--- config.mk ---
export PLATFORM = sky130hd
export DESIGN_NAME = err_status_ctrl
export DESIGN_NICKNAME = d
export VERILOG_FILES = /design/src/rtl/err_stat_pkg.sv /design/src/rtl/err_addr_dec.sv /design/src/rtl/err_vec_entry.sv /design/src/rtl/err_accum.sv /design/src/rtl/err_status_ctrl.sv
export SDC_FILE = /design/constraint.sdc
export NUM_CORES = 1
export LEC_CHECK = 0
export BUFFER_PORTS_ARGS = -buffer_cell sky130_fd_sc_hd__buf_4
export CAP_MARGIN = 40
export CELL_PAD_IN_SITES_DETAIL_PLACEMENT = 0
export CELL_PAD_IN_SITES_GLOBAL_PLACEMENT = 1
export CORE_AREA = 2 2 72 74
export DETAILED_ROUTE_END_ITERATION = 8
export DIE_AREA = 0 0 74 76
export PLACE_DENSITY = 0.92
export SLEW_MARGIN = 20
export SYNTH_ARGS = -nofsm -noshare
export SYNTH_HDL_FRONTEND = slang
export SYNTH_HIERARCHICAL = 1
export SYNTH_SLANG_ARGS = --single-unit
--- constraint.sdc ---
create_clock -name clk_i -period 2.1 [get_ports clk_i]
set_input_delay 0.42 -clock clk_i [delete_from_list [all_inputs] [get_ports clk_i]]
set_output_delay 0.42 -clock clk_i [all_outputs]
set_load 0.02 [all_outputs]
--- src/rtl/err_stat_pkg.sv ---
package err_stat_pkg;
  localparam int ERR_W       = 8;
  localparam int B_SND_CSUM  = 0;
  localparam int B_RCV_CSUM  = 1;
  localparam int B_SND_ACC   = 2;
  localparam int B_RCV_ACC   = 3;
  localparam int B_RSVD      = 4;
  localparam int B_SND_VEC   = 5;
  localparam int B_RCV_VEC   = 6;
  localparam int B_BAD_ADDR  = 7;

  typedef struct packed {
    logic stat_wr;
    logic stat_rd;
    logic entry_wr;
    logic entry_rd;
    logic bad_acc;
  } acc_dec_t;
endpackage

--- src/rtl/err_addr_dec.sv ---
module err_addr_dec
  import err_stat_pkg::*;
#(
  parameter int ADDR_W     = 2,
  parameter int STAT_ADDR  = 0,
  parameter int ENTRY_ADDR = 1
) (
  input  logic              req_i,
  input  logic              we_i,
  input  logic [ADDR_W-1:0] addr_i,
  output acc_dec_t          dec_o
);
  logic hit_stat, hit_entry;

  assign hit_stat  = (addr_i == ADDR_W'(STAT_ADDR));
  assign hit_entry = (addr_i == ADDR_W'(ENTRY_ADDR));

  always_comb begin
    dec_o          = '0;
    dec_o.stat_wr  = req_i &  we_i & hit_stat;
    dec_o.stat_rd  = req_i & ~we_i & hit_stat;
    dec_o.entry_wr = req_i &  we_i & hit_entry;
    dec_o.entry_rd = req_i & ~we_i & hit_entry;
    dec_o.bad_acc  = req_i & ~hit_stat & ~hit_entry;
  end
endmodule

--- src/rtl/err_vec_entry.sv ---
module err_vec_entry #(
  parameter int DATA_W   = 32,
  parameter int VEC_W    = 8,
  parameter int MASK_POS = 16,
  parameter int MIN_VEC  = 16
) (
  input  logic              clk_i,
  input  logic              rst_ni,
  input  logic              wr_i,
  input  logic [DATA_W-1:0] wdata_i,
  output logic [VEC_W-1:0]  vec_o,
  output logic              mask_o,
  output logic [DATA_W-1:0] rdata_o,
  output logic              bad_vec_o
);
  logic [VEC_W-1:0] vec_q;
  logic             mask_q;

  always_ff @(posedge clk_i or negedge rst_ni) begin
    if (!rst_ni) begin
      vec_q  <= '0;
      mask_q <= 1'b1;
    end else if (wr_i) begin
      vec_q  <= wdata_i[VEC_W-1:0];
      mask_q <= wdata_i[MASK_POS];
    end
  end

  // illegal-vector check ignores the mask being written
  assign bad_vec_o = wr_i & (wdata_i[VEC_W-1:0] < VEC_W'(MIN_VEC));

  always_comb begin
    rdata_o              = '0;
    rdata_o[VEC_W-1:0]   = vec_q;
    rdata_o[MASK_POS]    = mask_q;
  end

  assign vec_o  = vec_q;
  assign mask_o = mask_q;

  a_r4_entry_load: assert property (@(posedge clk_i) disable iff (!rst_ni)
    $past(wr_i) |-> (vec_q == $past(wdata_i[VEC_W-1:0]) && mask_q == $past(wdata_i[MASK_POS])));
endmodule

--- src/rtl/err_accum.sv ---
module err_accum #(
  parameter int              ERR_W     = 8,
  parameter logic [ERR_W-1:0] RSVD_MASK = 8'h10
) (
  input  logic             clk_i,
  input  logic             rst_ni,
  input  logic [ERR_W-1:0] strobe_i,
  input  logic             latch_i,
  input  logic             unmask_i,
  output logic [ERR_W-1:0] status_o,
  output logic [ERR_W-1:0] acc_o,
  output logic             irq_o
);
  logic [ERR_W-1:0] eff, acc_q, status_q, new_bits;
  logic             irq_q;

  assign eff      = strobe_i & ~RSVD_MASK;
  assign new_bits = eff & ~acc_q;

  for (genvar b = 0; b < ERR_W; b++) begin : g_bit
    always_ff @(posedge clk_i or negedge rst_ni) begin
      if (!rst_ni) begin
        acc_q[b]    <= 1'b0;
        status_q[b] <= 1'b0;
      end else if (latch_i) begin
        acc_q[b]    <= 1'b0;
        status_q[b] <= acc_q[b] | eff[b];
      end else begin
        acc_q[b]    <= acc_q[b] | eff[b];
      end
    end
  end

  always_ff @(posedge clk_i or negedge rst_ni) begin
    if (!rst_ni) irq_q <= 1'b0;
    else         irq_q <= (|new_bits) & unmask_i;
  end

  assign status_o = status_q;
  assign acc_o    = acc_q;
  assign irq_o    = irq_q;

  a_r1_acc_sticky: assert property (@(posedge clk_i) disable iff (!rst_ni)
    !$past(latch_i) |-> ((acc_q & $past(acc_q)) == $past(acc_q)));
  a_r2_clear_on_latch: assert property (@(posedge clk_i) disable iff (!rst_ni)
    $past(latch_i) |-> (acc_q == '0));
  a_r3_rsvd_zero: assert property (@(posedge clk_i) disable iff (!rst_ni)
    (status_q & RSVD_MASK) == '0 && (acc_q & RSVD_MASK) == '0);
  a_r6_irq_masked_quiet: assert property (@(posedge clk_i) disable iff (!rst_ni)
    irq_q |-> $past(unmask_i));
endmodule

--- src/rtl/err_status_ctrl.sv ---
module err_status_ctrl
  import err_stat_pkg::*;
#(
  parameter int ADDR_W   = 2,
  parameter int DATA_W   = 32,
  parameter int VEC_W    = 8,
  parameter int MASK_POS = 16,
  parameter int MIN_VEC  = 16
) (
  input  logic              clk_i,
  input  logic              rst_ni,
  input  logic [ERR_W-1:0]  err_i,
  input  logic              req_i,
  input  logic              we_i,
  input  logic [ADDR_W-1:0] addr_i,
  input  logic [DATA_W-1:0] wdata_i,
  output logic [DATA_W-1:0] rdata_o,
  output logic              irq_o,
  output logic [VEC_W-1:0]  irq_vec_o
);
  localparam logic [ERR_W-1:0] RSVD_MASK = ERR_W'(1) << B_RSVD;

  acc_dec_t          dec;
  logic [VEC_W-1:0]  vec;
  logic              mask, bad_vec;
  logic [DATA_W-1:0] entry_rdata;
  logic [ERR_W-1:0]  strobes, status, acc;

  err_addr_dec #(.ADDR_W(ADDR_W), .STAT_ADDR(0), .ENTRY_ADDR(1)) i_dec (
    .req_i (req_i),
    .we_i  (we_i),
    .addr_i(addr_i),
    .dec_o (dec)
  );

  err_vec_entry #(.DATA_W(DATA_W), .VEC_W(VEC_W), .MASK_POS(MASK_POS), .MIN_VEC(MIN_VEC)) i_entry (
    .clk_i    (clk_i),
    .rst_ni   (rst_ni),
    .wr_i     (dec.entry_wr),
    .wdata_i  (wdata_i),
    .vec_o    (vec),
    .mask_o   (mask),
    .rdata_o  (entry_rdata),
    .bad_vec_o(bad_vec)
  );

  always_comb begin
    strobes             = err_i;
    strobes[B_RCV_VEC]  = err_i[B_RCV_VEC] | bad_vec;
    strobes[B_BAD_ADDR] = err_i[B_BAD_ADDR] | dec.bad_acc;
  end

  err_accum #(.ERR_W(ERR_W), .RSVD_MASK(RSVD_MASK)) i_acc (
    .clk_i   (clk_i),
    .rst_ni  (rst_ni),
    .strobe_i(strobes),
    .latch_i (dec.stat_wr),
    .unmask_i(~mask),
    .status_o(status),
    .acc_o   (acc),
    .irq_o   (irq_o)
  );

  always_comb begin
    rdata_o = '0;
    if (dec.stat_rd)       rdata_o = DATA_W'(status);
    else if (dec.entry_rd) rdata_o = entry_rdata;
  end

  assign irq_vec_o = vec;

  a_r7_bad_vec_recorded: assert property (@(posedge clk_i) disable iff (!rst_ni)
    $past(req_i && we_i && addr_i == ADDR_W'(1) && wdata_i[VEC_W-1:0] < VEC_W'(MIN_VEC)
          && !(req_i && we_i && addr_i == ADDR_W'(0)))
    |-> acc[B_RCV_VEC]);
  a_r8_bad_addr_recorded: assert property (@(posedge clk_i) disable iff (!rst_ni)
    $past(req_i && addr_i > ADDR_W'(1)) |-> acc[B_BAD_ADDR]);
  a_r3_rsvd_reads_zero: assert property (@(posedge clk_i) disable iff (!rst_ni)
    (req_i && !we_i && addr_i == ADDR_W'(0)) |-> !rdata_o[B_RSVD]);
  a_r8_bad_read_zero: assert property (@(posedge clk_i) disable iff (!rst_ni)
    (req_i && !we_i && addr_i > ADDR_W'(1)) |-> rdata_o == '0);
endmodule

# After elaboration in Yosys (flattened, before gate mapping)
# Index checks and enable logic that the tools add are counted.
[totals]
register_bits = 24
in_bits = 46
out_inout_bits = 41
word_cells = 55
[op_classes]
magnitude_cmp = 1
n_eq_ne = 1
mux = 9
bitwise = 25
n_reduce_logical = 2
[ops]
columns = ["op", "count"]
rows = [
  ["$mux W17", 2],
  ["$and A1 B1 Y1", 10],
  ["$or A1 B1 Y1", 9],
  ["$and A8 B8 Y8", 1],
  ["$lt A8 B5 Y1 const B", 1],
  ["$not A8 Y8", 1],
  ["$reduce_or A8 Y1", 1],
  ["$mux W1", 7],
  ["$not A1 Y1", 4],
  ["$eq A2 B1 Y1 const B", 1],
  ["$logic_not A2 Y1", 1],
]

# Logic depth before layout (Yosys ltp)
# Gate-level depths: netlist of run 1.
[depth]
word_depth = 8
mapped_depth = 7
depth_no_buf = 6

# Modules after synthesis
# The synthesis of run 1 kept the hierarchy.
[by_module_without_submodules]
columns = ["mod", "n_inst", "cells_per_inst", "area_per_inst_um2", "seq_area_each_um2"]
rows = [
  ["err_vec_entry", 1, 54, 630.6, 226.5],
  ["err_accum", 1, 59, 585.6, 375.4],
  ["err_status_ctrl", 1, 40, 310.3, 0.0],
  ["err_addr_dec", 1, 5, 58.8, 0.0],
]

# Worst setup path after synthesis of run 1
# Ideal clock, no wire load.
[synth_path]
path_kind = "input to register"
start = "in we_i"
end = "reg i_acc.irq_q, in the netlist i_acc/irq_o"
setup_time_ps = 124
arrival_ps = 1665
t_required_ps = 1976
path_slack_ps = 312
stages = 7
path_buffers = 1
cell_sequence = "and4b_2 -> buf_6 -> and2_2 -> or2_2 -> inv_1 -> o221ai_2 -> o31a_1"
[synth_via]
elab_chain_cells = 7
[synth_lines]
columns = ["element", "line", "source"]
rows = [
  ["start: declaration", "err_status_ctrl.sv:14", "input logic we_i,"],
  ["$and A1 B1 Y1 (2 in series)", "err_addr_dec.sv:22", "dec_o.entry_wr = req_i & we_i & hit_entry;"],
  ["$and A1 B1 Y1", "err_vec_entry.sv:30", "assign bad_vec_o = wr_i & (wdata_i[VEC_W-1:0] < VEC_W'(MIN_VEC));"],
  ["net bad_vec", "err_status_ctrl.sv:25", "logic mask, bad_vec;"],
  ["$or A1 B1 Y1", "err_status_ctrl.sv:49", "strobes[B_RCV_VEC] = err_i[B_RCV_VEC] | bad_vec;"],
  ["net strobes[6]", "err_status_ctrl.sv:27", "logic [ERR_W-1:0] strobes, status, acc;"],
  ["$and A8 B8 Y8", "err_accum.sv:18", "assign new_bits = eff & ~acc_q;"],
  ["$reduce_or A8 Y1", "err_accum.sv:36", "else irq_q <= (|new_bits) & unmask_i;"],
  ["$and A1 B1 Y1", "err_accum.sv:36", ""],
  ["end signal: assignment", "err_accum.sv:36", ""],
  ["end: declaration", "err_accum.sv:15", "logic irq_q;"],
]
# The timed path passes the listed nets, and every way through them passes these cells.
# A chain may end at the register's enable or synchronous reset.

==> results.cfg, run 1 <==
[floorplanning]
boundaryPins = 87
core-area_sq_um = 4910
fp.dieH_microns = 76
fp.dieArea_sq_um = 5620
row_count = 26
die_x_microns = 74
start_util_pct = 32.1

[synth]
postSynthCellCount = 157
synth_warnings = 6
synth_area_sq_um = 1580
syn_area_per_cell_sq_um = 10.0

[cts]
postCtsSetupRepairBufs = 0
clock-sinks = 24
cts_tree = built
clkLatencyLatePin_ns = 0.26
root_buffer = clkbuf_8
path_clk_slew_ns = 0.08
cts_buffers = 3
cts.htree.levels = 1
cts_resized = 0
holdBufCountCts = 0
cts_buffer_depth = 2

[setup_path]
r2r_cells = 3
endpoint_kind = output port
path_cells = buf_4 -> nor4b_2 -> nor2b_4 -> a22o_2 -> buf_4
arrival_ns = 1.49
cp_max_fo = 11
required_ns = 1.68
critPathMostFrequentCell = buf_4
rrSetupSlack_ns = 1.14
crit_type = input pin to output port
crit_path_max_incr_delay_ns = 0.40
crit_path_start_kind = input pin
critPathSlowestCell = nor4b_2

[power_and_ir_drop]
p_comb_share_pct = 26.5
switchingPower_uw = 331
intPower_uw = 861
power_leakage_uw = 0.000874
swShare_pct = 27.8
pwr-share-seq_pct = 48.1
power.clock.fraction_pct = 25.4
power_density_nw_per_um2 = 658
peakVddDrop_v = 0.000520

[global_route]
grt_pass1_wl_mm = 4.50
grt_max_degree = 25
grt_overflow = 0
grt_use_total_pct = 10.3
first_global_vias = 960
antenna_found_initial = 0

[sta]
fin_skew_ns = 0.00232
fin_crit_sh_pct = 91.1
finalSetupViolCount = 0
drv_slew = 0
finalHoldViolations = 0
max_freq_mhz = 523
finalWorstSetupSlack_ns = 0.187
rsz0062_at_grt = false
final.min_clock_period_ns = 1.91
finalSetupTns_ns = 0

[run]
cap_viol_max_count = 0

[drt]
drt_first_pass_iters = 4
drtIter0Drc = 42
routedWlPerCell_microns = 10.8
final_antenna_net_count = 0
vias = 996
via_per_inst = 3.89
drc = 0
wl_mm = 2.75

[run_status]
outcome = complete, no violations

[place]
portBuffers = 39
place.gp.congestion = 0.756
placedInstanceArea_sq_um = 1760
preCtsSetupSlack_ns = 0.180
dpl.hpwl_mm = 2.23

[finish]
synthToLayoutAreaGrowth_pct = 14.8
final_common_cell = buf_4
post-route-util_pct = 36.9
antennaDiodeCount = 0
final_cell_mix = buf_4, conb_1, dfrtp_1, nor2_1, and2_1
fin_area_sq_um = 1810
finalNetCount = 233
drive_above_1_share_pct = 43.0

[worst_hold_path]
hold_path_class = input pin to async pin
==> final cells by class <==
class | instances | area [sq um]
clock buffer | 4 | 55.1
inverter | 7 | 26.3
tap | 70 | 87.6
timing repair buffer | 43 | 323
multi-input combinational | 108 | 718
sequential | 24 | 602
fill | 517 | 3100
==> per-layer routing <==
layer / vias up / track usage [%] / share of wire, %
met5: - / 0 / 0
met4: 0 / 2.18 / 0.44
met3: 2 / 3.70 / 9.7
met2: 47 / 16.4 / 47
met1: 438 / 13.3 / 42
li1: 509 / - / -
==> power by group through the flow <==
stage	registers (uW)	clock network, uW	logic, uW
6_report	574	303	316
5_1_grt	584	325	344
4_1_cts	575	317	321
3_5_place_dp	584	0	320
3_3_place_gp	581	0	314
2_1_floorplan	574	0	275
==> per-stage QoR <==
step                      total power, uW  hold WS (ns)  cells
after CTS                            1210        0.0434    256
after detailed placement              903         0.335    252
after global placement                895         0.331    252
after global routing                 1250        0.0556    256
final                                1190        0.0395    256
after floorplan                       849         0.124    179
==> worst max-delay path, delay by kind of cell <==
kind	cells	cell delay [ns]
and+or+nand+nor	2	0.55
buffers and inverters	2	0.28
AOI/OAI and AO/OA	1	0.24
==> sequential cells by signal (all words and copies together) (netlist names) <==
| name | flops |
|---|---|
| i_acc/irq_o | 1 |
| i_acc/status_o | 7 |
| i_acc/acc_o | 7 |
| i_entry/vec_o | 8 |
| i_entry/mask_o | 1 |
==> final timing paths <==
kind,from,to
min in group clk_i,wdata_i[2],i_entry/vec_o[2]
hold reg to reg,i_acc/acc_o[7],i_acc/acc_o[7]
max in group asynchronous,rst_ni,i_entry/mask_o
setup / recovery,we_i,rdata_o[2]
hold / removal,rst_ni,i_acc/acc_o[2]
setup reg to reg,i_acc/acc_o[1],i_acc/irq_o
Note: power is estimated with default switching activity, not from simulation.
==> run 2: changes to the inputs <==
--- a/config.mk
+++ b/config.mk
@@ -9,12 +9,14 @@
 export CAP_MARGIN = 40
 export CELL_PAD_IN_SITES_DETAIL_PLACEMENT = 0
 export CELL_PAD_IN_SITES_GLOBAL_PLACEMENT = 1
-export CORE_AREA = 2 2 72 74
+export CORE_AREA = 2 2 70 72
+export CTS_BUF_LIST = sky130_fd_sc_hd__clkbuf_4 sky130_fd_sc_hd__clkbuf_8
 export DETAILED_ROUTE_END_ITERATION = 8
-export DIE_AREA = 0 0 74 76
-export PLACE_DENSITY = 0.92
+export DIE_AREA = 0 0 72 74
+export PLACE_DENSITY = 0.95
 export SLEW_MARGIN = 20
 export SYNTH_ARGS = -nofsm -noshare
 export SYNTH_HDL_FRONTEND = slang
 export SYNTH_HIERARCHICAL = 1
 export SYNTH_SLANG_ARGS = --single-unit
+export TNS_END_PERCENT = 30
==> run 2 against run 1 <==
First-iteration DRC count is 60% lower. Critical path depth stayed put. Cell count is 6.6% lower. Worst setup slack worse by 0.056 ns. Via count is 0.60% higher. Core utilization is 1.9 points higher. Sequential cell count stayed put. Critical path type unchanged. Register-to-register slack better by 0.02 ns.
==> results.cfg, run 2 (same netlist as run 1, synthesis figures left out) <==
[place]
dpl.hpwl_mm = 2.24
preCtsSetupSlack_ns = 0.106
place.gp.congestion = 0.738
portBuffers = 39

[cts]
clock-sinks = 24
cts_resized = 0
root_buffer = clkbuf_8
cts_buffer_depth = 2
clkLatencyLatePin_ns = 0.26
path_clk_slew_ns = 0.08
cts_tree = built
holdBufCountCts = 0
cts.htree.levels = 1
cts_buffers = 3
postCtsSetupRepairBufs = 0

[worst_hold_path]
hold_path_class = input pin to async pin

[setup_path]
required_ns = 1.68
crit_path_start_kind = input pin
cp_max_fo = 21
worstReg2RegStart = i_acc/acc_o[1]
endpoint_kind = output port
crit_path_start = we_i
arrival_ns = 1.55
crit_type = input pin to output port

[floorplanning]
die_x_microns = 72
fp.dieH_microns = 74
core-area_sq_um = 4600
start_util_pct = 34.3
row_count = 25
boundaryPins = 87
fp.dieArea_sq_um = 5330

[sta]
fin_crit_sh_pct = 93.8
fin_skew_ns = 0.00270
final.min_clock_period_ns = 1.97
drv_slew = 0
finalHoldViolations = 0
holdWs_ns = 0.0405
finalSetupTns_ns = 0
rsz0062_at_grt = false
max_freq_mhz = 508
finalWorstSetupSlack_ns = 0.130
finalSetupViolCount = 0

[finish]
finalNetCount = 232
final_cell_mix = buf_4, conb_1, dfrtp_1, nor2_1, and2_1
drive_above_1_share_pct = 42.7
synthToLayoutAreaGrowth_pct = 13.1
final_common_cell = buf_4
antennaDiodeCount = 0
fill_cells = 458
largest_reg_flops = 8
post-route-util_pct = 38.8

[drt]
drt_first_pass_iters = 2
highest_layer = met4
wl_met2_mm = 1.31
vias = 1002
final_antenna_net_count = 0
wl_mm = 2.87
routedWlPerCell_microns = 12.0
via_per_inst = 4.19
wl_met1_mm = 1.31
wl_met3_microns = 230
drtIter0Drc = 17
drc = 0

[global_route]
grt_use_total_pct = 11.3
antenna_found_initial = 0
grt_pass1_wl_mm = 4.57
first_global_vias = 951
grt_overflow = 0
grt_max_degree = 25

[run_status]
outcome = complete, no violations

[run]
cap_viol_max_count = 0

[power_and_ir_drop]
power_density_nw_per_um2 = 671
peakVddDrop_v = 0.000420
power_leakage_uw = 0.000869
power.total_uw = 1200
==> run 2: changes by cell type in the layout (fill, tap and decap cells not counted), sizes merged <==
cell  previous run  this run
buf             43        42
==> run 2: per-layer routing <==
layer | vias to the layer above | track usage, %
met3 | 2 | 2.98
met5 | - | 0
met1 | 455 | 14.9
met4 | 0 | 3.77
li1 | 506 | -
met2 | 39 | 18.1
==> run 2: worst paths after layout <==
kind,endpoint,slack (ns),depth (start not counted)
min in group clk_i,i_entry/vec_o[3],0.38,2
setup reg to reg,i_acc/irq_o,1.16,3
hold reg to reg,i_acc/acc_o[3],0.51,2
setup / recovery,rdata_o[1],0.13,5
hold / removal,i_acc/irq_o,0.04,1
max in group asynchronous,i_entry/mask_o,1.78,1
==> run 2: area by class of cell <==
| type | count | area (sq um) | share of cell area [%] |
|---|---|---|---|
| Clock buffer | 4 | 55.1 | 3.09 |
| Inverter | 7 | 26.3 | 1.47 |
| Multi-Input combinational cell | 108 | 718 | 40.3 |
| Sequential cell | 24 | 602 | 33.7 |
| Tap cell | 54 | 67.6 | 3.79 |
| Timing Repair Buffer | 42 | 315 | 17.7 |
==> run 2: where the power goes <==
| group | total [uW] | internal [uW] | switching, uW | leakage (uW) |
|---|---|---|---|---|
| combinational | 317 | 165 | 152 | 0.000589 |
| sequential | 575 | 528 | 46.1 | 0.000251 |
| clock | 307 | 167 | 140 | 0.0000288 |
==> run 2: critical path, cell delays in order <==
cell and delay, ns:
buf_4 0.12, nor4b_2 0.43, nor2b_4 0.17, a22o_2 0.25
buf_4 0.15
==> run 2: per-stage QoR <==
stage,instances,cell area (sq um)
floorplan,179,1660
global placement,235,1730
detailed placement,235,1730
CTS,239,1780
global route,239,1780
finish,239,1780
==> run 3: changes to the inputs <==
--- a/config.mk
+++ b/config.mk
@@ -13,7 +13,8 @@
 export CTS_BUF_LIST = sky130_fd_sc_hd__clkbuf_4 sky130_fd_sc_hd__clkbuf_8
 export DETAILED_ROUTE_END_ITERATION = 8
 export DIE_AREA = 0 0 72 74
-export PLACE_DENSITY = 0.95
+export HOLD_SLACK_MARGIN = 0.15
+export PLACE_DENSITY = 0.9
 export SLEW_MARGIN = 20
 export SYNTH_ARGS = -nofsm -noshare
 export SYNTH_HDL_FRONTEND = slang
==> run 3 against run 2 <==
First-iteration DRC count did not move. Largest power group unchanged. Critical path type unchanged. Power rose by 9.1%. Maximum frequency rose by 2.5%. Critical endpoint is now rdata_o[3]. Cell area rose by 1.9%.
==> results.cfg, run 3 (same netlist as run 1, synthesis figures left out) <==
[worst_hold_path]
holdPathEnd = i_entry/vec_o[2]
hold_path_class = input pin to flip-flop
hold_start = wdata_i[2]
hold_path_depth = 2

[cts]
cts_tree = built
cts_resized = 0
postCtsSetupRepairBufs = 0
path_clk_slew_ns = 0.09
cts.htree.levels = 1
cts_buffers = 3
root_buffer = clkbuf_8
cts_buffer_depth = 2
clock-sinks = 24
clkLatencyLatePin_ns = 0.28

[finish]
drive_above_1_share_pct = 42.8
antennaDiodeCount = 0
final_cell_mix = buf_4, conb_1, dfrtp_1, nor2_1, and2_1
largest_reg_flops = 8
finalNetCount = 234
final_common_cell = buf_4
fill_cells = 452
synthToLayoutAreaGrowth_pct = 15.2
multi_input_area_sq_um = 718
seq_area_sq_um = 602

[setup_path]
cp_max_fo = 11
worstReg2RegStart = i_acc/acc_o[1]
critPathTopFamily = simple AND/OR/NAND/NOR gates
rr_endpoint = i_acc/irq_o
r2r_cells = 3
rrSetupSlack_ns = 1.15
critPathSlowestCell = nor4b_2
endpoint_kind = output port
crit_path_start_kind = input pin
critPathMostFrequentCell = buf_4
path_cells = buf_4 -> nor4b_2 -> nor2b_4 -> a22o_2 -> buf_4
required_ns = 1.68
path_buf_inv = 2
crit_path_max_incr_delay_ns = 0.41
crit_type = input pin to output port
arrival_ns = 1.50

[place]
dpl.hpwl_mm = 2.25
portBuffers = 39
place.gp.congestion = 0.726

[sta]
finalHoldViolations = 0
rsz0062_at_grt = false
max_freq_mhz = 520
fin_crit_sh_pct = 91.5
finalSetupViolCount = 0
drv_slew = 0
fin_skew_ns = 0.00647
finalSetupTns_ns = 0
final.min_clock_period_ns = 1.92

[run_status]
outcome = complete, no violations

[floorplanning]
core-area_sq_um = 4600
die_x_microns = 72
fp.dieH_microns = 74
row_count = 25
boundaryPins = 87
fp.dieArea_sq_um = 5330
start_util_pct = 34.3

[drt]
final_antenna_net_count = 0
vias = 1021
drc = 0
wl_mm = 2.97
drt_first_pass_iters = 4
routedWlPerCell_microns = 12.3
drtIter0Drc = 17
via_per_inst = 4.24

[global_route]
antenna_found_initial = 0
grt_max_degree = 25
grt_pass1_wl_mm = 4.55
grt_overflow = 0
grt_use_total_pct = 11.3
first_global_vias = 892

[power_and_ir_drop]
power_leakage_uw = 0.000885
power.total_uw = 1310
power_density_nw_per_um2 = 719
peakVddDrop_v = 0.000304

[run]
cap_viol_max_count = 0
## run 3: cell count changes in the layout (fill, tap and decap cells not counted)
cell	delta
buf_4	+1
bufinv_16	+1
clkbuf_8	-1
dlygate4sd3_1	+1
## run 3: layout make-up
class | count | area share (%)
clock buffer | 3 | 2.27
sequential | 24 | 33.1
timing repair buffer | 44 | 18.3
inverter | 7 | 1.45
multi-input combinational | 108 | 39.5
clock inverter | 1 | 1.65
tap | 54 | 3.72
## run 3: power by group
group          switching, uW  total (uW)  internal, uW
Combinational            152         318           166
Clock                    158         413           255
Sequential              46.9         575           528
Total                    357        1310           950
## run 3: how the worst max path moves through the flow
| stage | startpoint | endpoint | slack (ns) | cells past startpoint |
|---|---|---|---|---|
| 6_report | we_i | rdata_o[3] | 0.18 | 5 |
| 5_1_grt | we_i | rdata_o[0] | 0.13 | 5 |
| 4_1_cts | we_i | rdata_o[1] | 0.16 | 5 |
| 3_5_place_dp | we_i | rdata_o[1] | 0.17 | 5 |
| 3_3_place_gp | we_i | rdata_o[1] | 0.18 | 5 |
| 2_1_floorplan | we_i | i_acc/irq_o | 0.31 | 7 |
## run 3: per-stage QoR
stage,cells,hold slack (ns),area (sq um),utilization [%],setup slack (ns)
4_1_cts,241,0.363,1820,39.5,0.164
3_5_place_dp,236,0.341,1740,37.8,0.166
2_1_floorplan,179,0.124,1660,-,0.312
3_3_place_gp,236,0.334,1740,37.8,0.181
6_report,241,0.366,1820,39.5,0.178
5_1_grt,241,0.365,1820,39.5,0.127
## run 3: what timing repair did
item,4_1_cts,5_1_grt
endpoints found under the hold margin,23,0
endpoints found under the setup margin,0,0
hold buffers,1,0
## run 3: worst register-to-register path: cells and delay by family, from the launching register on
kind	cells	cell delay, ns
and+or+nand+nor	1	0.13
AOI/OAI and AO/OA	2	0.37
DFF	1	0.35
## run 3: per-layer routing
metal	wire, microns	GRT usage (%)	part of all wire, %	vias to the layer above
met5	0	0	0	-
met2	1300	16.4	44	41
met1	1430	16.4	48	462
met4	32	3.77	1.1	0
li1	-	-	-	516
met3	212	3.12	7.1	2
